$ cat src/rtl/brs_pkg.sv
package brs_pkg;
  typedef enum logic [2:0] {
    ST_IDLE  = 3'd0,
    ST_COUNT = 3'd1,
    ST_ARM   = 3'd2,
    ST_REC   = 3'd3,
    ST_FULL  = 3'd4
  } brs_state_e;
endpackage

$ cat src/rtl/brs_period_ctr.sv
module brs_period_ctr #(
  parameter int CNT_W = 32
) (
  input  logic             clk,
  input  logic             rst_n,
  input  logic             load_i,
  input  logic [CNT_W-1:0] load_val_i,
  input  logic [CNT_W-1:0] reload_val_i,
  input  logic             run_i,
  input  logic             evt_i,
  output logic [CNT_W-1:0] rem_o,
  output logic             wrap_o
);
  logic [CNT_W-1:0] rem_q, rem_d;
  logic             rem_en;
  logic             at_one;

  assign at_one = (rem_q == CNT_W'(1));
  assign wrap_o = run_i & evt_i & at_one & ~load_i;

  always_comb begin
    rem_en = load_i | (run_i & evt_i);
    if (load_i)      rem_d = load_val_i;
    else if (at_one) rem_d = reload_val_i;
    else             rem_d = rem_q - CNT_W'(1);
  end

  always_ff @(posedge clk or negedge rst_n) begin
    if (!rst_n)      rem_q <= '0;
    else if (rem_en) rem_q <= rem_d;
  end

  assign rem_o = rem_q;
endmodule

$ cat src/rtl/brs_ctrl.sv
module brs_ctrl
  import brs_pkg::*;
#(
  parameter int DEPTH  = 16,
  parameter int FILL_W = $clog2(DEPTH + 1)
) (
  input  logic              clk,
  input  logic              rst_n,
  input  logic              clr_i,
  input  logic              go_i,
  input  logic              wrap_i,
  input  logic              br_vld_i,
  input  logic              lowpwr_i,
  input  logic [FILL_W-1:0] fill_i,
  output brs_state_e        state_o,
  output logic              cap_o,
  output logic              run_o,
  output logic              irq_o
);
  brs_state_e st_q, st_d;
  logic       irq_q, irq_d, irq_en;
  logic       last_slot;
  logic       cap;

  assign last_slot = (fill_i == FILL_W'(DEPTH - 1));
  assign cap       = (st_q == ST_REC) & br_vld_i & ~lowpwr_i & ~clr_i;

  always_comb begin
    st_d   = st_q;
    irq_d  = irq_q;
    irq_en = 1'b0;
    if (clr_i) begin
      st_d   = go_i ? ST_COUNT : ST_IDLE;
      irq_d  = 1'b0;
      irq_en = 1'b1;
    end else begin
      unique case (st_q)
        ST_COUNT: if (wrap_i) st_d = ST_ARM;
        ST_ARM:   st_d = ST_REC;
        ST_REC: begin
          if (cap && last_slot) begin
            st_d   = ST_FULL;
            irq_d  = 1'b1;
            irq_en = 1'b1;
          end
        end
        default: st_d = st_q;
      endcase
    end
  end

  always_ff @(posedge clk or negedge rst_n) begin
    if (!rst_n) st_q <= ST_IDLE;
    else        st_q <= st_d;
  end

  always_ff @(posedge clk or negedge rst_n) begin
    if (!rst_n)      irq_q <= 1'b0;
    else if (irq_en) irq_q <= irq_d;
  end

  assign state_o = st_q;
  assign cap_o   = cap;
  assign run_o   = (st_q != ST_IDLE);
  assign irq_o   = irq_q;
endmodule

$ cat src/rtl/brs_store.sv
module brs_store #(
  parameter int ADDR_W = 32,
  parameter int DEPTH  = 16,
  parameter int IDX_W  = $clog2(DEPTH),
  parameter int FILL_W = $clog2(DEPTH + 1)
) (
  input  logic              clk,
  input  logic              rst_n,
  input  logic              clr_i,
  input  logic              cap_i,
  input  logic [ADDR_W-1:0] src_i,
  input  logic [ADDR_W-1:0] dst_i,
  input  logic [IDX_W-1:0]  rd_idx_i,
  output logic [FILL_W-1:0] fill_o,
  output logic [ADDR_W-1:0] rd_src_o,
  output logic [ADDR_W-1:0] rd_dst_o
);
  logic [FILL_W-1:0]             fill_q, fill_d;
  logic                          fill_en;
  logic                          cap_ok;
  logic [DEPTH-1:0][ADDR_W-1:0]  src_all, dst_all;
  logic [FILL_W-1:0]             phys_w;
  logic [IDX_W-1:0]              phys;
  logic                          hit;

  assign cap_ok = cap_i & (fill_q != FILL_W'(DEPTH));

  always_comb begin
    fill_en = clr_i | cap_ok;
    fill_d  = clr_i ? '0 : fill_q + FILL_W'(1);
  end

  always_ff @(posedge clk or negedge rst_n) begin
    if (!rst_n)       fill_q <= '0;
    else if (fill_en) fill_q <= fill_d;
  end

  for (genvar g = 0; g < DEPTH; g++) begin : g_slot
    logic              we;
    logic [ADDR_W-1:0] s_q, d_q;
    assign we = cap_ok & ~clr_i & (fill_q == FILL_W'(g));
    always_ff @(posedge clk) begin
      if (we) begin
        s_q <= src_i;
        d_q <= dst_i;
      end
    end
    assign src_all[g] = s_q;
    assign dst_all[g] = d_q;
  end

  assign hit    = (FILL_W'(rd_idx_i) < fill_q);
  assign phys_w = fill_q - FILL_W'(1) - FILL_W'(rd_idx_i);
  assign phys   = phys_w[IDX_W-1:0];

  assign rd_src_o = hit ? src_all[phys] : '0;
  assign rd_dst_o = hit ? dst_all[phys] : '0;
  assign fill_o   = fill_q;
endmodule

$ cat src/rtl/brs_top.sv
module brs_top
  import brs_pkg::*;
#(
  parameter int ADDR_W = 32,
  parameter int CNT_W  = 32,
  parameter int DEPTH  = 16,
  parameter int IDX_W  = $clog2(DEPTH),
  parameter int FILL_W = $clog2(DEPTH + 1)
) (
  input  logic              clk,
  input  logic              rst_n,
  input  logic              evt_i,
  input  logic              br_vld_i,
  input  logic [ADDR_W-1:0] br_src_i,
  input  logic [ADDR_W-1:0] br_dst_i,
  input  logic              lowpwr_i,
  input  logic              prd_wr_i,
  input  logic [CNT_W-1:0]  prd_data_i,
  input  logic              rearm_i,
  input  logic [IDX_W-1:0]  rd_idx_i,
  output logic [ADDR_W-1:0] rd_src_o,
  output logic [ADDR_W-1:0] rd_dst_o,
  output logic [FILL_W-1:0] fill_o,
  output logic [CNT_W-1:0]  remain_o,
  output logic              irq_o,
  output logic              cfg_err_o
);
  logic [CNT_W-1:0] period_q;
  logic             period_set_q;
  logic             cfg_err_q;
  logic             prd_ok, valid_wr, clr, go;
  logic             wrap, run, cap;
  logic [CNT_W-1:0] load_val;
  brs_state_e       st;

  assign prd_ok   = (prd_data_i > CNT_W'(DEPTH));
  assign valid_wr = prd_wr_i & prd_ok;
  assign clr      = valid_wr | (rearm_i & ~prd_wr_i);
  assign go       = valid_wr | (rearm_i & ~prd_wr_i & period_set_q);
  assign load_val = valid_wr ? prd_data_i : period_q;

  always_ff @(posedge clk or negedge rst_n) begin
    if (!rst_n) begin
      period_q     <= '0;
      period_set_q <= 1'b0;
    end else if (valid_wr) begin
      period_q     <= prd_data_i;
      period_set_q <= 1'b1;
    end
  end

  always_ff @(posedge clk or negedge rst_n) begin
    if (!rst_n)        cfg_err_q <= 1'b0;
    else if (prd_wr_i) cfg_err_q <= ~prd_ok;
  end

  brs_period_ctr #(.CNT_W(CNT_W)) u_ctr (
    .clk          (clk),
    .rst_n        (rst_n),
    .load_i       (go),
    .load_val_i   (load_val),
    .reload_val_i (period_q),
    .run_i        (run),
    .evt_i        (evt_i),
    .rem_o        (remain_o),
    .wrap_o       (wrap)
  );

  brs_ctrl #(.DEPTH(DEPTH), .FILL_W(FILL_W)) u_ctrl (
    .clk      (clk),
    .rst_n    (rst_n),
    .clr_i    (clr),
    .go_i     (go),
    .wrap_i   (wrap),
    .br_vld_i (br_vld_i),
    .lowpwr_i (lowpwr_i),
    .fill_i   (fill_o),
    .state_o  (st),
    .cap_o    (cap),
    .run_o    (run),
    .irq_o    (irq_o)
  );

  brs_store #(
    .ADDR_W (ADDR_W),
    .DEPTH  (DEPTH),
    .IDX_W  (IDX_W),
    .FILL_W (FILL_W)
  ) u_store (
    .clk      (clk),
    .rst_n    (rst_n),
    .clr_i    (clr),
    .cap_i    (cap),
    .src_i    (br_src_i),
    .dst_i    (br_dst_i),
    .rd_idx_i (rd_idx_i),
    .fill_o   (fill_o),
    .rd_src_o (rd_src_o),
    .rd_dst_o (rd_dst_o)
  );

  assign cfg_err_o = cfg_err_q;
endmodule

$ cat config.mk
export PLATFORM = sky130hd
export DESIGN_NAME = brs_top
export DESIGN_NICKNAME = d
export VERILOG_FILES = /design/src/rtl/brs_pkg.sv /design/src/rtl/brs_period_ctr.sv /design/src/rtl/brs_ctrl.sv /design/src/rtl/brs_store.sv /design/src/rtl/brs_top.sv
export SDC_FILE = /design/constraint.sdc
export NUM_CORES = 1
export LEC_CHECK = 0
export ABC_AREA = 1
export ABC_CLOCK_PERIOD_IN_PS = 6350
export BUFFER_PORTS_ARGS = -buffer_cell sky130_fd_sc_hd__buf_2
export CORE_UTILIZATION = 50
export CTS_BUF_LIST = sky130_fd_sc_hd__clkbuf_4
export CTS_CLUSTER_DIAMETER = 200
export CTS_CLUSTER_SIZE = 20
export DETAILED_ROUTE_END_ITERATION = 8
export PLACE_DENSITY = 0.76
export SKIP_CTS_REPAIR_TIMING = 1
export SYNTH_ARGS = -nofsm -noshare
export SYNTH_HDL_FRONTEND = slang
export SYNTH_HIERARCHICAL = 1
export SYNTH_SLANG_ARGS = --single-unit
$ cat constraint.sdc
create_clock -name clk -period 6.35 [get_ports clk]
set_input_delay 1.27 -clock clk [delete_from_list [all_inputs] [get_ports clk]]
set_output_delay 1.27 -clock clk [all_outputs]
set_load 0.01 [all_outputs]
* Word-level counts from Yosys, hierarchy flattened
Index checks and enable logic that the tools add are counted.
Storage, ports and cells: output and inout port bits 103, register bits 1099
Operators by class: order comparisons 3, multiplexer cells 21, eq/ne operators 22, add/subtract/negate cells 4, reduce and logical (&&, ||, !) cells 8, bitwise gates (word level) 36
Operators with widths (count):
- $bmux 32 s4 | 2
- $mux 32 | 7
- $eq 5x4->1 const B | 8
- $eq 32x1->1 const B | 1
- $gt 32x5->1 const B | 1
- $sub 32x1->32 const B | 1
- $and 1x1->1 | 27
- $eq 5x3->1 const B | 4
- $eq 5x2->1 const B | 2
- $mux 3 | 3
- $pmux 3 s3 | 1
- $mux 1 | 7
- $eq 3x2->1 const B | 2
- $ne 3x2->1 const B | 2
- $reduce_and 3->1 | 2
- $add 5x1->5 const B | 1
- $eq 5x1->1 const B | 1
- $logic_not 5->1 | 1
- $lt 4x5->1 | 1
- $lt 4x5->1 const B | 1
- $mux 5 | 1
- $ne 5x5->1 const B | 1
- $not 1->1 | 5
- $or 1x1->1 | 4
- 7 further kinds | 8

* Logic depth before layout (Yosys ltp)
Gate-level depths: netlist (run 1).
depth after elaboration 10, mapped depth 16, depth with buffers taken out 14

* Hierarchy
The synthesis (run 1) kept the hierarchy.
Modules (own cells, without submodules):
- brs_store | seq. area each 30874.6 um^2, cells an instance 3524, area each 41723.8 um^2, instances 1
- brs_period_ctr | seq. area each 800.8 um^2, cells an instance 500, area each 2972.9 um^2, instances 1
- brs_top | seq. area each 850.8 um^2, cells an instance 183, area each 1535.2 um^2, instances 1
- brs_ctrl | seq. area each 100.1 um^2, cells an instance 40, area each 282.8 um^2, instances 1

* Least setup slack after synthesis (run 1)
Ideal clock, no wire load.
kind input to register, start point in prd_data_i[17], end point reg u_store.g_slot[0].d_q[0], enable pin, library setup time 486 ps, data arrival time 5469 ps, cell stages on the path 12, required time 5864 ps, setup slack 395 ps, cell sequence nor2_1 -> nand2_1 -> nor2_2 -> nand3_2 -> o21bai_4 -> buf_6 -> nand2_1 -> nor3_2 -> nand3_1 -> inv_1 -> nand3_1 -> nor2_1
Between the ends: cells in the longest elaborated chain, start to end 8
RTL lines:
- start: declaration | RTL line brs_top.sv:18 | input logic [CNT_W-1:0] prd_data_i,
- $gt 32x5->1 | RTL line brs_top.sv:36 | assign prd_ok = (prd_data_i > CNT_W'(DEPTH));
- $and 1x1->1 | RTL line brs_top.sv:37 | assign valid_wr = prd_wr_i & prd_ok;
- $or 1x1->1 | RTL line brs_top.sv:38 | assign clr = valid_wr | (rearm_i & ~prd_wr_i);
- named net clr | RTL line brs_top.sv:31 | logic prd_ok, valid_wr, clr, go;
- $not 1->1 | RTL line brs_ctrl.sv:26 | assign cap = (st_q == ST_REC) & br_vld_i & ~lowpwr_i & ~clr_i;
- $and 1x1->1 | RTL line brs_ctrl.sv:26
- named net cap | RTL line brs_top.sv:32 | logic wrap, run, cap;
- $and 1x1->1 | RTL line brs_store.sv:26 | assign cap_ok = cap_i & (fill_q != FILL_W'(DEPTH));
- $and 1x1->1 (2 in series) | RTL line brs_store.sv:41 | assign we = cap_ok & ~clr_i & (fill_q == FILL_W'(g));
- named net u_store.g_slot[0].we | RTL line brs_store.sv:39 | logic we;
- end signal: assignment | RTL line brs_store.sv:45 | d_q <= dst_i;
- end: declaration | RTL line brs_store.sv:40 | logic [ADDR_W-1:0] s_q, d_q;
The timed path passes the listed nets, and every way through them passes these cells. A chain may end at the register's enable or synchronous reset.

* Worst setup path in the final report (run 1)
start point reg u_store.fill_q[1], in the netlist u_store/fill_o[1], end point out rd_src_o[30]
Between the ends: cells in the longest elaborated chain, start to end 5, elaborated cells on any way between the ends 6, those cells by class add/sub: 2; order compare: 1; mux: 3
RTL lines:
- start: declaration | RTL line brs_store.sv:18 | logic [FILL_W-1:0] fill_q, fill_d;
- start signal: assignment | RTL line brs_store.sv:35 | else if (fill_en) fill_q <= fill_d;
- $sub 4x1->4 | RTL line brs_store.sv:53 | assign phys_w = fill_q - FILL_W'(1) - FILL_W'(rd_idx_i);
- $sub 4x4->4 | RTL line brs_store.sv:53
- $bmux 32 s4 | RTL line brs_store.sv:56 | assign rd_src_o = hit ? src_all[phys] : '0;
- $mux 32 (implied by the code) | RTL line brs_store.sv:56
- $mux 32 * | RTL line brs_store.sv:56
- end: declaration | RTL line brs_top.sv:21 | output logic [ADDR_W-1:0] rd_src_o,
Every way passes the cells marked *; elsewhere a longest branch is shown, timed or not. The select of a mux whose other input is x is not followed.

==> impl_metrics.py, run 1 <==
metrics = {
    "worst_setup_path": {
        "critPathRequiredTime_ns": 5.08,
        "worstPathCellList": "inv_1 -> fa_4 -> buf_12 -> buf_4 -> nand3_1 -> nand2_1 -> nand2_1 -> nand2_1 -> nor2_1 -> nor2_1 -> buf_2",
        "path_common_cell": "sky130_fd_sc_hd__nand2_1",
        "path_max_fanout": 104,
        "crit_path_start_kind": "flop",
        "reg2reg_start": "u_store/fill_o[1]",
        "cp_data_arrival_time_ns": 4.75,
        "cp-startpoint": "u_store/fill_o[1]",
        "timing.setup.critical_path_class": "flop to output port",
        "crit_path_end_kind": "output port",
        "crit_path_slowest_cell": "sky130_fd_sc_hd__fa_4",
        "max_stage_delay_ns": 0.90,
    },
    "grt": {
        "grt_first_pass_wirelength_um": 173000,
        "grt_pass1_vias": 29600,
        "grt_use_total_pct": 23.9,
        "gr_ovfl_total": 0,
        "grt_antenna_before_repair": 19,
        "pin_count_of_the_biggest_net_entering_global_routing": 258,
    },
    "layout": {
        "drive_above_1_share_pct": 9.79,
        "flow.area_growth_from_synthesis_pct": 5.85,
        "final_nets": 4462,
        "finish.cell_count_without_fillers": 5608,
        "fill_cell_instance_count_of_the_final_layout": 7836,
    },
    "sta": {
        "grt_setup_unrepaired": "false",
        "fin_setup_tns_ns": 0,
        "max_freq_mhz": 166,
        "fin_skew_ns": 0.0747,
        "worst_slew_pin_slew_ns": 1.12,
        "slew_violations": 0,
        "timing.max_slew.rel_slack_pct": 25.0,
        "post_route_minimum_period_ns": 6.02,
        "final_min_period_over_clock_period_pct": 94.8,
        "hold_violations": 0,
        "setup_viol_count_final": 0,
    },
    "logic_synthesis": {
        "postSynthAreaPerCell_sq_um": 11.0,
        "yosys.cell_types.count": 37,
        "total_nets_after_synthesis": 4368,
        "synth-async-reset-ratio_pct": 6.82,
        "yosysWarningCount": 6,
        "synth.top_cells.by_count": "sky130_fd_sc_hd__nand2_1, sky130_fd_sc_hd__edfxtp_1, sky130_fd_sc_hd__nand3_1",
        "synth_enable_flop_cells": 1024,
        "synth_ff_type": "sky130_fd_sc_hd__edfxtp_1",
        "netlist.top_cell.by_area": "sky130_fd_sc_hd__edfxtp_1",
        "register_bit_count_reported_by_yosys": 1099,
        "yosys.area.top_type_share_pct": 66.1,
        "largest_cells_by_area_after_synthesis": "sky130_fd_sc_hd__edfxtp_1, sky130_fd_sc_hd__nand2_1, sky130_fd_sc_hd__nand3_1",
        "yosys.cell_count.top_type": "sky130_fd_sc_hd__nand2_1",
        "synth_area_sq_um": 46500,
        "postSynthCellCount": 4247,
        "synth.yosys.seq_area_share_pct": 70.1,
    },
    "power": {
        "max-vdd-ir-drop_uv": 160,
        "switching_share_pct": 25.4,
        "power.share.clock_pct": 21.3,
        "share_comb_of_total_power_pct": 11.4,
        "power.switching_mw": 3.05,
        "static-leakage-power_nw": 18.6,
        "pwr_density_cell_nw_per_um2": 243,
        "register_share_of_total_power_pct": 67.3,
        "power_report.internal_total_mw": 8.93,
    },
    "die": {
        "placement_rows": 111,
        "chipWidth_um": 307,
        "core_outline_area_sq_um": 91900,
        "initial_core_util_pct": 50.6,
        "pin_count": 210,
        "die_h_um": 307,
        "fp.dieArea_sq_um": 94300,
    },
    "drt": {
        "route.vias.total": 31700,
        "drt.antenna.violating_nets": 0,
        "drtIter0Drc": 3553,
        "routed_wire_length_per_instance_um": 20.5,
        "length_of_the_first_detailed_routing_pass_in_iterations": 5,
        "routed_via_density": 5.65,
        "route.final.wire_length_um": 115000,
        "drc_errors": 0,
    },
    "hold_path": {
        "hold_path.class": "primary input to asynchronous set/reset pin",
    },
    "clock_network": {
        "cts_sinks": 1099,
        "cts_inserted_buffers": 60,
        "cts.root.buffer_cell": "sky130_fd_sc_hd__clkbuf_4",
        "tritoncts": "built",
        "clock_pin_slew_on_the_worst_setup_and_hold_paths_ns": 0.23,
        "clock_latency_on_the_worst_skew_pair_ns": 1.04,
        "htreeDepth": 2,
        "cts_max_path_buffers": 3,
    },
    "placement": {
        "final_wtd_congestion": 0.897,
        "place_hpwl_um": 60300,
        "i_o_buffers": 209,
        "dp_cells": 5522,
    },
    "status": {
        "outcome": "finished, final reports clean",
    },
    "run": {
        "max-cap-violations": 0,
    },
}
[worst max-delay path: cells and delay by family (launching register included)]
kind,cells,cell delay [ns]
and+or+nand+nor,6,0.70
DFF,1,0.55
adders and majority gates,1,0.90
buffers and inverters,4,1.49
[state kept, by name, indices dropped and copies added, names as in the netlist]
signal,count
u_store/g_slot.d_q,512
u_store/g_slot.s_q,512
period_q,32
u_ctr/rem_o,32
u_store/fill_o,5
u_ctrl/state_o,3
cfg_err_o,1
period_set_q,1
u_ctrl/irq_o,1
[layout by cell type, fill, tap and decap left out, types with 13 or more instances in the layout]
cell type,Yosys,routed
sky130_fd_sc_hd__nor2_1,174,157
sky130_fd_sc_hd__o21ai_0,43,42
sky130_fd_sc_hd__nor2_4,5,23
sky130_fd_sc_hd__buf_4,52,50
sky130_fd_sc_hd__nand2_1,1635,1634
sky130_fd_sc_hd__nor2_2,14,13
sky130_fd_sc_hd__buf_2,153,208
sky130_fd_sc_hd__a21oi_1,77,77
sky130_fd_sc_hd__dfrtp_1,75,75
sky130_fd_sc_hd__buf_12,0,16
sky130_fd_sc_hd__nand3_1,780,780
sky130_fd_sc_hd__inv_1,92,91
sky130_fd_sc_hd__edfxtp_1,1024,1024
sky130_fd_sc_hd__clkbuf_4,1,71
[metal layers]
metal	part of all wire (%)	global-route usage [%]	wire length, um
met5	0.068	0	78
met4	2.9	8.13	3320
met3	8.7	3.67	9940
met2	49	40.3	56300
met1	39	31.6	45200
[per-stage QoR]
| stage | worst slack (ns) | power, mW | util (%) | hold slack (ns) | area (sq um) |
|---|---|---|---|---|---|
| 2_1_floorplan | 0.395 | 9.09 | - | 0.419 | 46500 |
| 3_3_place_gp | 0.472 | 9.54 | 52.9 | 0.447 | 48600 |
| 3_5_place_dp | 0.473 | 9.57 | 52.9 | 0.467 | 48600 |
| 4_1_cts | 0.281 | 12.0 | 53.5 | 0.358 | 49200 |
| 5_1_grt | 0.0635 | 12.4 | 53.5 | 0.440 | 49200 |
| 6_report | 0.331 | 12.0 | 53.5 | 0.354 | 49200 |
[area by class of cell]
cell class / instances / area, sq um / area share [%]
Sequential cell: 1099 / 32600 / 66.3
Multi-Input combinational cell: 2806 / 12300 / 25.0
Timing Repair Buffer: 274 / 1740 / 3.53
Tap cell: 1243 / 1560 / 3.16
Clock buffer: 71 / 533 / 1.08
Inverter: 100 / 404 / 0.821
Clock inverter: 3 / 47.5 / 0.0966
Antenna cell: 12 / 30.0 / 0.0610
[power by group through the flow]
stage	logic, mW	clock network (mW)	registers, mW
floorplan	0.876	0	8.22
global placement	1.32	0	8.22
detailed placement	1.35	0	8.22
CTS	1.35	2.59	8.06
global route	1.51	2.83	8.07
finish	1.36	2.55	8.07
[worst paths after layout]
check,end,slack [ns],cells past startpoint
min,cfg_err_o,0.35,1
max reg2reg,u_store/g_slot[14].s_q[13],3.06,8
max,rd_src_o[30],0.33,11
min in group clk,u_ctrl/irq_o,0.51,2
max in group asynchronous,u_ctr/rem_o[11],5.28,1
min reg2reg,u_ctrl/irq_o,0.51,2
[logic make-up after synthesis]
logic type	synth area share, %
AO/OA/AOI/OAI	1.61
adder cells (fa/ha/maj)	0.393
XOR/XNOR	0.207
flip-flops	70.1
buffers and inverters	3.77
AND/OR/NAND/NOR	23.9
No activity file was read; power rests on OpenSTA's default activity.
==> run 2: changes to the inputs <==
Settings changed: ABC_CLOCK_PERIOD_IN_PS 6350 to 7700, REMOVE_ABC_BUFFERS set to 1.
Clock period 6.35 ns to 7.7 ns, I/O delays scaled along.
==> impl_metrics.py, run 2 (same netlist as run 1, synthesis figures left out) <==
metrics = {
    "clock_network": {
        "clock_pin_slew_on_the_worst_setup_and_hold_paths_ns": 0.22,
        "cts_sinks": 1099,
        "cts.root.buffer_cell": "sky130_fd_sc_hd__clkbuf_4",
        "clock_latency_on_the_worst_skew_pair_ns": 1.01,
        "tritoncts": "built",
        "htreeDepth": 2,
        "cts_max_path_buffers": 3,
        "cts_inserted_buffers": 60,
    },
    "power": {
        "static-leakage-power_nw": 18.6,
        "max-vdd-ir-drop_uv": 150,
        "pwr_density_cell_nw_per_um2": 201,
        "fin_total_pwr_mw": 9.92,
    },
    "worst_setup_path": {
        "critPathRequiredTime_ns": 6.16,
        "register_to_register_setup_slack_ns": 4.16,
        "reg2reg_depth": 8,
        "worst_setup_path_endpoint": "rd_src_o[16]",
        "path_buf_inv": 5,
        "crit_path_slowest_cell": "sky130_fd_sc_hd__fa_4",
        "critical_path.top_delay_family": "adder cells",
        "worst-path-stages": 12,
        "crit_path_start_kind": "primary input",
        "max_stage_delay_ns": 0.82,
        "path_max_fanout": 196,
        "crit-reg2reg-capture": "u_store/g_slot[12].s_q[21]",
        "crit_path_end_kind": "output port",
        "worstPathCellList": "buf_2 -> inv_1 -> ha_4 -> inv_1 -> fa_4 -> buf_12 -> nand3_1 -> nand2_1 -> nand2_1 -> a21oi_1 -> nor2_1 -> buf_2",
        "timing.setup.critical_path_class": "primary input to output port",
        "reg2reg_start": "u_store/fill_o[0]",
        "cp-startpoint": "rd_idx_i[0]",
        "cp_data_arrival_time_ns": 4.68,
    },
    "die": {
        "core_outline_area_sq_um": 91900,
        "pin_count": 210,
        "chipWidth_um": 307,
        "placement_rows": 111,
        "fp.dieArea_sq_um": 94300,
        "die_h_um": 307,
        "initial_core_util_pct": 50.6,
    },
    "grt": {
        "gr_ovfl_total": 0,
        "grt_antenna_before_repair": 23,
        "grt_pass1_vias": 29100,
        "grt_use_total_pct": 23.7,
        "grt_first_pass_wirelength_um": 172000,
        "pin_count_of_the_biggest_net_entering_global_routing": 239,
    },
    "run": {
        "max-cap-violations": 0,
    },
    "layout": {
        "reg.largest.list": "u_store/g_slot.d_q x512, u_store/g_slot.s_q x512",
        "finish.cell_count_without_fillers": 5603,
        "mostFrequentLayoutCells": "sky130_fd_sc_hd__nand2_1, sky130_fd_sc_hd__edfxtp_1, sky130_fd_sc_hd__nand3_1",
        "final_core_util_pct": 53.6,
        "flow.area_growth_from_synthesis_pct": 5.97,
        "final_nets": 4451,
        "drive_above_1_share_pct": 9.77,
        "layout_commonest_cell": "sky130_fd_sc_hd__nand2_1",
    },
    "sta": {
        "setup_viol_count_final": 0,
        "post_route_minimum_period_ns": 6.22,
        "final_min_period_over_clock_period_pct": 80.7,
        "timing.max_slew.rel_slack_pct": 1.62,
        "setup_ws_ns": 1.48,
        "max_freq_mhz": 161,
        "fin_skew_ns": 0.0677,
        "grt_setup_unrepaired": "false",
        "worst_slew_pin_slew_ns": 1.48,
        "fin_setup_tns_ns": 0,
        "hold_violations": 0,
        "slew_violations": 0,
    },
    "placement": {
        "preCtsSetupSlack_ns": 1.58,
        "i_o_buffers": 209,
        "place_hpwl_um": 57300,
        "final_wtd_congestion": 0.912,
        "dp_cells": 5511,
    },
    "drt": {
        "drc_errors": 0,
        "drt.antenna.violating_nets": 0,
        "route.vias.total": 31500,
        "route.final.wire_length_um": 113000,
        "routed_wire_length_per_instance_um": 20.2,
        "drtIter0Drc": 3427,
        "routed_via_density": 5.61,
        "length_of_the_first_detailed_routing_pass_in_iterations": 6,
    },
    "status": {
        "outcome": "finished, final reports clean",
    },
    "hold_path": {
        "hold_path.class": "flop to flop",
    },
}
-- run 2: cell count changes in the layout (fill, tap and decap cells not counted), sizes merged --
cell / delta
buf: -11
diode: -4
clkbuf: +10
-- run 2: how the worst min path moves through the flow --
stage                 startpoint      endpoint  slack [ns]  cells after the start
finish              period_set_q  period_set_q        0.50                      2
floorplan           period_set_q  period_set_q        0.42                      2
CTS                 period_set_q  period_set_q        0.50                      2
global route        period_set_q  period_set_q        0.52                      2
detailed placement  period_set_q  period_set_q        0.46                      2
global placement    period_set_q  period_set_q        0.45                      2
-- run 2: worst min-delay path, cell delays in order, from the launching register on --
cell and delay, ns:
sky130_fd_sc_hd__dfrtp_1 0.38, sky130_fd_sc_hd__inv_1 0.05, sky130_fd_sc_hd__nand2_1 0.06
-- run 2: layout make-up --
cell class | count | area [sq um]
diodes | 8 | 20.0
inverters | 100 | 404
fillers | 7812 | 42600
clock inverters | 3 | 47.5
clock buffers | 81 | 608
repair buffers | 263 | 1730
flip-flops and latches | 1099 | 32600
multi-input cells | 2806 | 12300
well taps | 1243 | 1560
-- run 2: report_power, final --
part           total, mW  switching (mW)  internal, mW  leakage, nW
clock network       2.16            1.65         0.513        0.396
registers           6.65          0.0822          6.57         10.1
logic               1.11           0.773         0.335         8.05
total               9.92            2.50          7.42         18.6
-- run 2: per-layer routing --
layer	vias up	track usage, %	wire [um]
li1	14700	-	-
met1	15100	33.1	46500
met2	1447	38.4	53900
met3	187	3.70	10400
met4	26	6.86	2380
met5	-	0	153
-- run 2: through the flow --
step,hold WS [ns],cell area (sq um)
2_1_floorplan,0.420,45100
3_3_place_gp,0.451,48600
3_5_place_dp,0.455,48600
4_1_cts,0.502,49300
5_1_grt,0.523,49300
6_report,0.497,49300
